## config.mk

```make
export PLATFORM = sky130hd
export DESIGN_NAME = rx_addr_filter
export DESIGN_NICKNAME = d
export VERILOG_FILES = /design/src/rtl/afilt_pkg.sv /design/src/rtl/afilt_regs.sv /design/src/rtl/afilt_slot_cmp.sv /design/src/rtl/afilt_decide.sv /design/src/rtl/rx_addr_filter.sv
export SDC_FILE = /design/constraint.sdc
export NUM_CORES = 1
export LEC_CHECK = 0
export ABC_AREA = 1
export BUFFER_PORTS_ARGS = -buffer_cell sky130_fd_sc_hd__buf_4
export CAP_MARGIN = 40
export CORE_AREA = 2 2 167 234
export CTS_BUF_LIST = sky130_fd_sc_hd__clkbuf_4
export DETAILED_ROUTE_END_ITERATION = 7
export DIE_AREA = 0 0 169 236
export PLACE_DENSITY = 0.64
export SYNTH_ARGS = -nofsm -noshare
export SYNTH_HDL_FRONTEND = slang
export SYNTH_HIERARCHICAL = 1
export SYNTH_SLANG_ARGS = --single-unit
```

## constraint.sdc

```tcl
create_clock -name clk -period 3.5 [get_ports clk]
set_clock_uncertainty 0.05 [all_clocks]
set_input_delay 0.175 -clock clk [delete_from_list [all_inputs] [get_ports clk]]
set_output_delay 0.175 -clock clk [all_outputs]
set_load 0.02 [all_outputs]
```

## src/rtl/afilt_pkg.sv

```systemverilog
package afilt_pkg;
    localparam int WORD_W   = 16;
    localparam int MAC_W    = 48;
    localparam int WPA      = MAC_W / WORD_W;   // words per address

    typedef enum logic [2:0] {
        RULE_NONE    = 3'd0,
        RULE_STATION = 3'd1,
        RULE_SLOT    = 3'd2,
        RULE_BCAST   = 3'd3,
        RULE_ALLMC   = 3'd4,
        RULE_PROMISC = 3'd5
    } rule_e;
endpackage

```

## src/rtl/afilt_regs.sv

```systemverilog
module afilt_regs #(
    parameter int N_SLOTS   = 4,
    parameter int ADDR_W    = 4,
    parameter int PROM_BIT  = 5,
    parameter int ALLMC_BIT = 8
) (
    input  logic                                  clk,
    input  logic                                  rst_n,
    input  logic                                  we,
    input  logic [ADDR_W-1:0]                     addr,
    input  logic [afilt_pkg::WORD_W-1:0]          wdata,
    output logic [afilt_pkg::WORD_W-1:0]          rdata,
    output logic [afilt_pkg::MAC_W-1:0]           station,
    output logic [N_SLOTS-1:0][afilt_pkg::MAC_W-1:0] slots,
    output logic                                  mode_prom,
    output logic                                  mode_allmc
);
    import afilt_pkg::*;

    localparam int NW       = WPA * (N_SLOTS + 1) + 1;
    localparam int CTRL_IDX = NW - 1;
    localparam int SLOT_LO  = WPA;
    localparam int SLOT_HI  = WPA * (N_SLOTS + 1) - 1;

    typedef struct packed {
        logic [NW-1:0][WORD_W-1:0] w;
    } regs_t;

    regs_t regs_d, regs_q;

    always_comb begin
        regs_d = regs_q;
        if (we && (int'(addr) < NW))
            regs_d.w[int'(addr)] = wdata;
    end

    always_ff @(posedge clk or negedge rst_n) begin
        if (!rst_n) begin
            for (int i = 0; i < NW; i++)
                regs_q.w[i] <= (i >= SLOT_LO && i <= SLOT_HI) ? '1 : '0;
        end else begin
            regs_q <= regs_d;
        end
    end

    always_comb begin
        rdata = '0;
        if (int'(addr) < NW)
            rdata = regs_q.w[int'(addr)];
    end

    assign station    = {regs_q.w[2], regs_q.w[1], regs_q.w[0]};
    assign mode_prom  = regs_q.w[CTRL_IDX][PROM_BIT];
    assign mode_allmc = regs_q.w[CTRL_IDX][ALLMC_BIT];

    for (genvar s = 0; s < N_SLOTS; s++) begin : g_slot
        assign slots[s] = {regs_q.w[SLOT_LO + WPA*s + 2],
                           regs_q.w[SLOT_LO + WPA*s + 1],
                           regs_q.w[SLOT_LO + WPA*s]};
    end

    // without a write the register contents stay put
    a_r11_hold_without_write: assert property (@(posedge clk) disable iff (!rst_n)
        !we |=> $stable(regs_q));
endmodule

```

## src/rtl/afilt_slot_cmp.sv

```systemverilog
module afilt_slot_cmp #(
    parameter int N_SLOTS = 4
) (
    input  logic [afilt_pkg::MAC_W-1:0]              da,
    input  logic [N_SLOTS-1:0][afilt_pkg::MAC_W-1:0] slots,
    output logic [N_SLOTS-1:0]                       hit
);
    for (genvar s = 0; s < N_SLOTS; s++) begin : g_cmp
        logic active;
        assign active = (slots[s] != '1);
        assign hit[s] = active && (slots[s] == da);

        // an empty slot never reports a hit
        always_comb begin
            a_r4_empty_slot_silent: assert (active || !hit[s]);
        end
    end
endmodule

```

## src/rtl/afilt_decide.sv

```systemverilog
module afilt_decide #(
    parameter int N_SLOTS = 4,
    parameter int SLOT_W  = 2
) (
    input  logic                          clk,
    input  logic                          rst_n,
    input  logic                          da_vld,
    input  logic [afilt_pkg::MAC_W-1:0]   da,
    input  logic [afilt_pkg::MAC_W-1:0]   station,
    input  logic [N_SLOTS-1:0]            slot_hit,
    input  logic                          mode_prom,
    input  logic                          mode_allmc,
    output logic                          dec_valid,
    output logic                          dec_accept,
    output logic [2:0]                    dec_rule,
    output logic [SLOT_W-1:0]             dec_slot
);
    import afilt_pkg::*;

    typedef struct packed {
        logic              valid;
        logic              accept;
        rule_e             rule;
        logic [SLOT_W-1:0] slot;
    } dec_t;

    dec_t dec_d, dec_q;
    logic [SLOT_W-1:0] low_hit;

    always_comb begin
        low_hit = '0;
        for (int s = N_SLOTS - 1; s >= 0; s--)
            if (slot_hit[s]) low_hit = SLOT_W'(s);
    end

    always_comb begin
        dec_d        = '0;
        dec_d.valid  = da_vld;
        dec_d.rule   = RULE_NONE;
        if (da_vld) begin
            if (da == station)              dec_d.rule = RULE_STATION;
            else if (|slot_hit) begin
                dec_d.rule = RULE_SLOT;
                dec_d.slot = low_hit;
            end
            else if (da == '1)              dec_d.rule = RULE_BCAST;
            else if (mode_allmc && da[0])   dec_d.rule = RULE_ALLMC;
            else if (mode_prom)             dec_d.rule = RULE_PROMISC;
            dec_d.accept = (dec_d.rule != RULE_NONE);
        end
    end

    always_ff @(posedge clk or negedge rst_n) begin
        if (!rst_n) dec_q <= '0;
        else        dec_q <= dec_d;
    end

    assign dec_valid  = dec_q.valid;
    assign dec_accept = dec_q.accept;
    assign dec_rule   = dec_q.rule;
    assign dec_slot   = dec_q.slot;

    // one decision per strobe, one cycle later
    a_r9_strobe_to_valid: assert property (@(posedge clk) disable iff (!rst_n)
        da_vld |=> dec_valid);
    a_r9_no_spurious_valid: assert property (@(posedge clk) disable iff (!rst_n)
        !da_vld |=> !dec_valid);
    // promiscuous mode accepts everything
    a_r5_promisc_accepts: assert property (@(posedge clk) disable iff (!rst_n)
        (da_vld && mode_prom) |=> dec_accept);
    // broadcast always accepted
    a_r7_bcast_accepts: assert property (@(posedge clk) disable iff (!rst_n)
        (da_vld && da == '1) |=> dec_accept);
    // unicast never credited to accept-all-multicast
    a_r6_unicast_not_allmc: assert property (@(posedge clk) disable iff (!rst_n)
        (da_vld && !da[0]) |=> dec_rule != RULE_ALLMC);
    // a reject carries the null rule code
    a_r8_reject_code: assert property (@(posedge clk) disable iff (!rst_n)
        (dec_valid && !dec_accept) |-> (dec_rule == RULE_NONE && dec_slot == '0));
endmodule

```

## src/rtl/rx_addr_filter.sv

```systemverilog
module rx_addr_filter #(
    parameter int N_SLOTS   = 4,
    parameter int ADDR_W    = 4,
    parameter int PROM_BIT  = 5,
    parameter int ALLMC_BIT = 8
) (
    input  logic                        clk,
    input  logic                        rst_n,
    input  logic                        cfg_we,
    input  logic [ADDR_W-1:0]           cfg_addr,
    input  logic [15:0]                 cfg_wdata,
    output logic [15:0]                 cfg_rdata,
    input  logic                        rx_da_vld,
    input  logic [47:0]                 rx_da,
    output logic                        flt_valid,
    output logic                        flt_accept,
    output logic [2:0]                  flt_rule,
    output logic [$clog2(N_SLOTS)-1:0]  flt_slot
);
    import afilt_pkg::*;

    localparam int SLOT_W = $clog2(N_SLOTS);

    logic [MAC_W-1:0]              station;
    logic [N_SLOTS-1:0][MAC_W-1:0] slots;
    logic [N_SLOTS-1:0]            slot_hit;
    logic                          mode_prom, mode_allmc;

    afilt_regs #(
        .N_SLOTS(N_SLOTS), .ADDR_W(ADDR_W),
        .PROM_BIT(PROM_BIT), .ALLMC_BIT(ALLMC_BIT)
    ) u_regs (
        .clk(clk), .rst_n(rst_n), .we(cfg_we), .addr(cfg_addr),
        .wdata(cfg_wdata), .rdata(cfg_rdata), .station(station),
        .slots(slots), .mode_prom(mode_prom), .mode_allmc(mode_allmc)
    );

    afilt_slot_cmp #(.N_SLOTS(N_SLOTS)) u_cmp (
        .da(rx_da), .slots(slots), .hit(slot_hit)
    );

    afilt_decide #(.N_SLOTS(N_SLOTS), .SLOT_W(SLOT_W)) u_dec (
        .clk(clk), .rst_n(rst_n), .da_vld(rx_da_vld), .da(rx_da),
        .station(station), .slot_hit(slot_hit),
        .mode_prom(mode_prom), .mode_allmc(mode_allmc),
        .dec_valid(flt_valid), .dec_accept(flt_accept),
        .dec_rule(flt_rule), .dec_slot(flt_slot)
    );
endmodule

```

## Yosys cells after proc, flatten, opt, wreduce, memory -nomap -nowiden

Cells that the tools add are included.

- Register bits: 263
- Bits of input ports: 72
- Output and inout bits: 23

- Order comparisons: 2
- Equality and inequality tests: 10
- Mux-type cells: 18
- Reduce and logical (&&, ||, !) cells: 8

Operators by type and width:

| cell | number |
|---|---|
| 256-bit bitwise mux | 1 |
| 48-bit equality test | 5 |
| 48-bit inequality test, second input constant | 4 |
| 16-bit binary-select mux with 4-bit select | 1 |
| 16-bit demux with 4-bit select | 1 |
| 48-bit equality test, second input constant | 1 |
| 16-bit two-way mux | 2 |
| 3-bit two-way mux | 6 |
| 2-bit two-way mux | 6 |
| 1-bit logical AND | 6 |
| 6-bit two-way mux | 1 |
| 4-bit by 5-bit less-than comparator with 1-bit output, second input constant | 1 |
| 4-bit by 1-bit greater-or-equal comparator with 1-bit output, second input constant | 1 |
| 4-bit OR reduction | 1 |
| 3-bit nonzero test | 1 |

## Depth between registers and ports, before layout

- Depth in word-level cells: 9
- Gate-level depth with buffers: 15

## Cells and area by module

The synthesis kept the hierarchy.

Modules (own cells, without submodules):

| module | instances | cells an instance | area each (um^2) | sequential area each (um^2) |
|---|---|---|---|---|
| afilt_regs | 1 | 1886 | 14058.5 | 6646.4 |
| afilt_slot_cmp | 1 | 667 | 3494.6 | 0.0 |
| afilt_decide | 1 | 200 | 1168.6 | 175.2 |

## Least setup slack after synthesis

OpenSTA, ideal clock, no wires.

- Kind: reg2reg
- From: register u_regs.regs_q[103], in the netlist u_regs/slots[55]
- To: register u_dec.dec_q, in the netlist u_dec/dec_accept
- Setup time: 119 ps
- Arrival time: 1741 ps
- Path slack: 1590 ps
- Cell stages (with the launch flop): 15
- Buffers on the path: 1
- Cell sequence: dfstp_2 -> buf_4 -> nand2_1 -> inv_1 -> nand2_1 -> nor2_1 -> nand2_1 -> nor2_1 -> nand2_1 -> nand2_1 -> nor2_1 -> nor4_2 -> a21oi_1 -> o21ai_1 -> nand2_1

RTL lines:

| item | RTL line | text |
|---|---|---|
| start: declaration | afilt_regs.sv:29 | `regs_t regs_d, regs_q;` |
| start signal: assignment | afilt_regs.sv:42 | `regs_q <= regs_d;` |
| end signal: assignment | afilt_decide.sv:54 | `if (!rst_n) dec_q <= '0;` |
| end signal: assignment | afilt_decide.sv:55 | `else dec_q <= dec_d;` |
| end: declaration | afilt_decide.sv:27 | `dec_t dec_d, dec_q;` |

==> run_results.csv <==
group,metric,value,unit
timing,fin_hold_ws,36.9,ps
global_routing,grt_pass1_vias,16200,
die,ios,95,
pwr,combPwrFrac,0.272,
cts,clock_path_buffers,3,
synth,async_reset_ff_frac,1.00,
finish,area_growth,1.38,%
timing,fmax,389,MHz
pwr,vdd_drop_max,284,uV
timing,finalHoldViolCount,0,
setup_path,path_cells,"nand2_1, nand2_1, nand2_1, nor2_1, nand2_1, nor2_1, nand2_1, nor2_1, nor4_2, nand2_1, nor2_1, o21ai_1, nand2_1",
global_routing,overflow,0,
cts,clock-sinks,263,
setup_path,cp_common_cell,"nand2_1",
global_routing,grt_start_max_net_pins,92,
finish,drive_gt1_frac,0.174,
synth,ys_warn_count,6,
finish,post-route-util,0.499,
setup_path,crit_path_start_kind,"flip-flop",
cts,cts_tree,"yes",
die,start_util,0.492,
cts,root_buffer,"clkbuf_4",
synth,synthCells,2753,
global_routing,use_met3,0.0633,
setup_path,cpPeakStageDelay,640,ps
global_routing,grt_use_met1,0.420,
timing,worstMarginPinSlew,918,ps
setup_path,endpoint_kind,"flip-flop",
flow_run,max_cap_viol_count,0,
setup_path,crit_family,"simple AND/OR/NAND/NOR gates",
pwr,p_int,6820,uW
pwr,pwr-share-seq,0.469,
outcome,status,"completed",
cts,post-cts-setup-buffer-count,0,
pwr,clkPwrFrac,0.259,
timing,rsz0062_at_grt,"false",
pwr,sw_frac_of_total,0.380,
placed_design,dp_hpwl,50300,um
die,die_w,169,um
die,core_area,38100,um2
die,dieArea,39900,um2
finish,nets,2649,
global_routing,use_met2,0.572,
detailed_routing,drcViolationCount,0,
setup_path,arrival,3190,ps
global_routing,antenna_found_initial,2,
detailed_routing,via_per_inst,5.40,
detailed_routing,dr.first_iter.drc_count,1472,
synth,synthesis.nets,2825,
synth,synth_area,18700,um2
cts,h-tree-depth,3,
global_routing,grt_pass1_wl,102000,um
cts,numCtsBuffers,72,
placed_design,portBuffers,94,
pwr,power,11000,uW
timing,slew_violations,0,
min_path,hp-class,"in -> reg",
timing,finalCritPeriodShare,0.734,
timing,finalSetupTns,0,ps
setup_path,cp.buffers_inverters,0,
synth,ys_types,28,
setup_path,cp.required,4120,ps
synth,synth-edff-count,0,
setup_path,slowest_stage,"dfstp_2",
placed_design,gp_congestion,0.944,
synth,synth-seq-cells,263,
setup_path,crit_type,"reg -> reg",
pwr,power.density,579,nW/um2
die,fp-row-count,85,
detailed_routing,routedWlPerCell,22.4,um
detailed_routing,dr_total_vias,16800,
timing,setup_viol,0,
global_routing,track_usage,0.353,
pwr,power.switching,4170,uW
finish,layout.cells.non_filler,3116,
placed_design,place_inst,2969,
setup_path,worstPathMaxFanout,5,
timing,period_minus_slack,2570,ps
pwr,p_leak,0.00898,uW
detailed_routing,ant_nets,0,
die,fp.dieH,236,um
detailed_routing,first_pass_iters,8,
cts,clk_latency,780,ps
timing,max_slew_margin,0.387,
synth,yosysSeqAreaShare,0.364,
global_routing,grt-busiest-layer,"met2",
synth,ys.flop_type,"dfstp_2",
detailed_routing,wl,69700,um
synth,synth.avg_cell_area,6.80,um2
cts,cts_resized,0,
cts,path_clk_slew,70,ps
[metrics by stage]
step           setup WS, ps  cell area [um2]
4_1_cts                1020            19000
3_3_place_gp            944            17700
3_5_place_dp            940            17900
5_1_grt                 876            19000
2_1_floorplan          1590            18700
6_report                932            19000
[per-layer routing]
layer	wire length (um)	share of wire
met1	26000	0.37
met2	32800	0.47
met3	5430	0.078
met4	5470	0.078
met5	0	0
[cell families after synthesis]
logic type	Yosys count	share of synthesized area
compound gates	261	0.0699
xor+xnor	198	0.0926
buf+inv	512	0.160
flops	263	0.364
simple gates	1519	0.313
[layout make-up]
cell class / instances / area (um2)
tap: 478 / 598
antenna: 4 / 10.0
fill: 3994 / 19100
clock inverter: 26 / 130
multi-input combinational: 1978 / 8910
clock buffer: 105 / 788
inverter: 123 / 464
sequential: 263 / 6820
timing repair buffer: 139 / 1250
[cells in the final DEF (no fill, tap or decap), types with 12 or more instances in the layout]
cell,count
dfstp_2,192
o21ai_0,63
nand4_1,32
nor2_2,13
xnor2_1,198
dfrtp_1,71
inv_1,118
o21ai_1,67
nand2_1,1199
clkbuf_4,105
buf_4,115
clkinv_1,19
a21oi_1,130
dlygate4sd3_1,12
nor2_1,262
[registers in the layout (all words and copies together), names as in the netlist]
| register | cells |
|---|---|
| u_regs/slots | 192 |
| u_dec/dec_slot | 2 |
| u_regs/station | 48 |
| u_dec/dec_rule | 3 |
| u_regs/regs_q | 14 |
| u_regs/mode_prom | 1 |
| u_dec/dec_valid | 1 |
| u_dec/dec_accept | 1 |
| u_regs/mode_allmc | 1 |
[worst paths after layout]
| check | from | endpoint | slack, ps | depth (start not counted) |
|---|---|---|---|---|
| hold / removal | rx_da_vld | u_dec/dec_valid | 40 | 2 |
| max in group asynchronous | rst_n | u_regs/station[4] | 1820 | 4 |
| min in group asynchronous | rst_n | u_regs/station[18] | 500 | 3 |
| hold reg to reg | u_regs/regs_q[243] | u_regs/regs_q[243] | 450 | 2 |
| setup reg to reg | u_regs/slots[191] | u_dec/dec_accept | 930 | 13 |
| setup / recovery | u_regs/slots[191] | u_dec/dec_accept | 930 | 13 |
[power groups by stage]
stage,Sequential (uW),Combinational (uW),Clock (uW)
floorplan,4490,3170,0
global placement,5160,2840,0
detailed placement,5180,2920,0
CTS,5140,2940,2910
global route,5230,3330,3090
finish,5160,2980,2850
[synthesized netlist by cell type, drive strengths merged (2+ instances only)]
cell    count  share of area
nand2    1203           0.24
buf       321           0.12
nor2      276          0.057
xnor2     198          0.093
dfstp     192           0.27
a21oi     130          0.035
o21ai     130          0.035
inv       122          0.024
dfrtp      71          0.095
clkbuf     68          0.014
nand4      32          0.011
nand3       5         0.0023
nor3        2        0.00080
[what timing repair did]
item,4_1_cts,5_1_grt
endpoints found under the setup margin,0,0
hold endpoints to repair,194,0
hold buffers,12,0
Note: power is estimated with default switching activity, not from simulation.
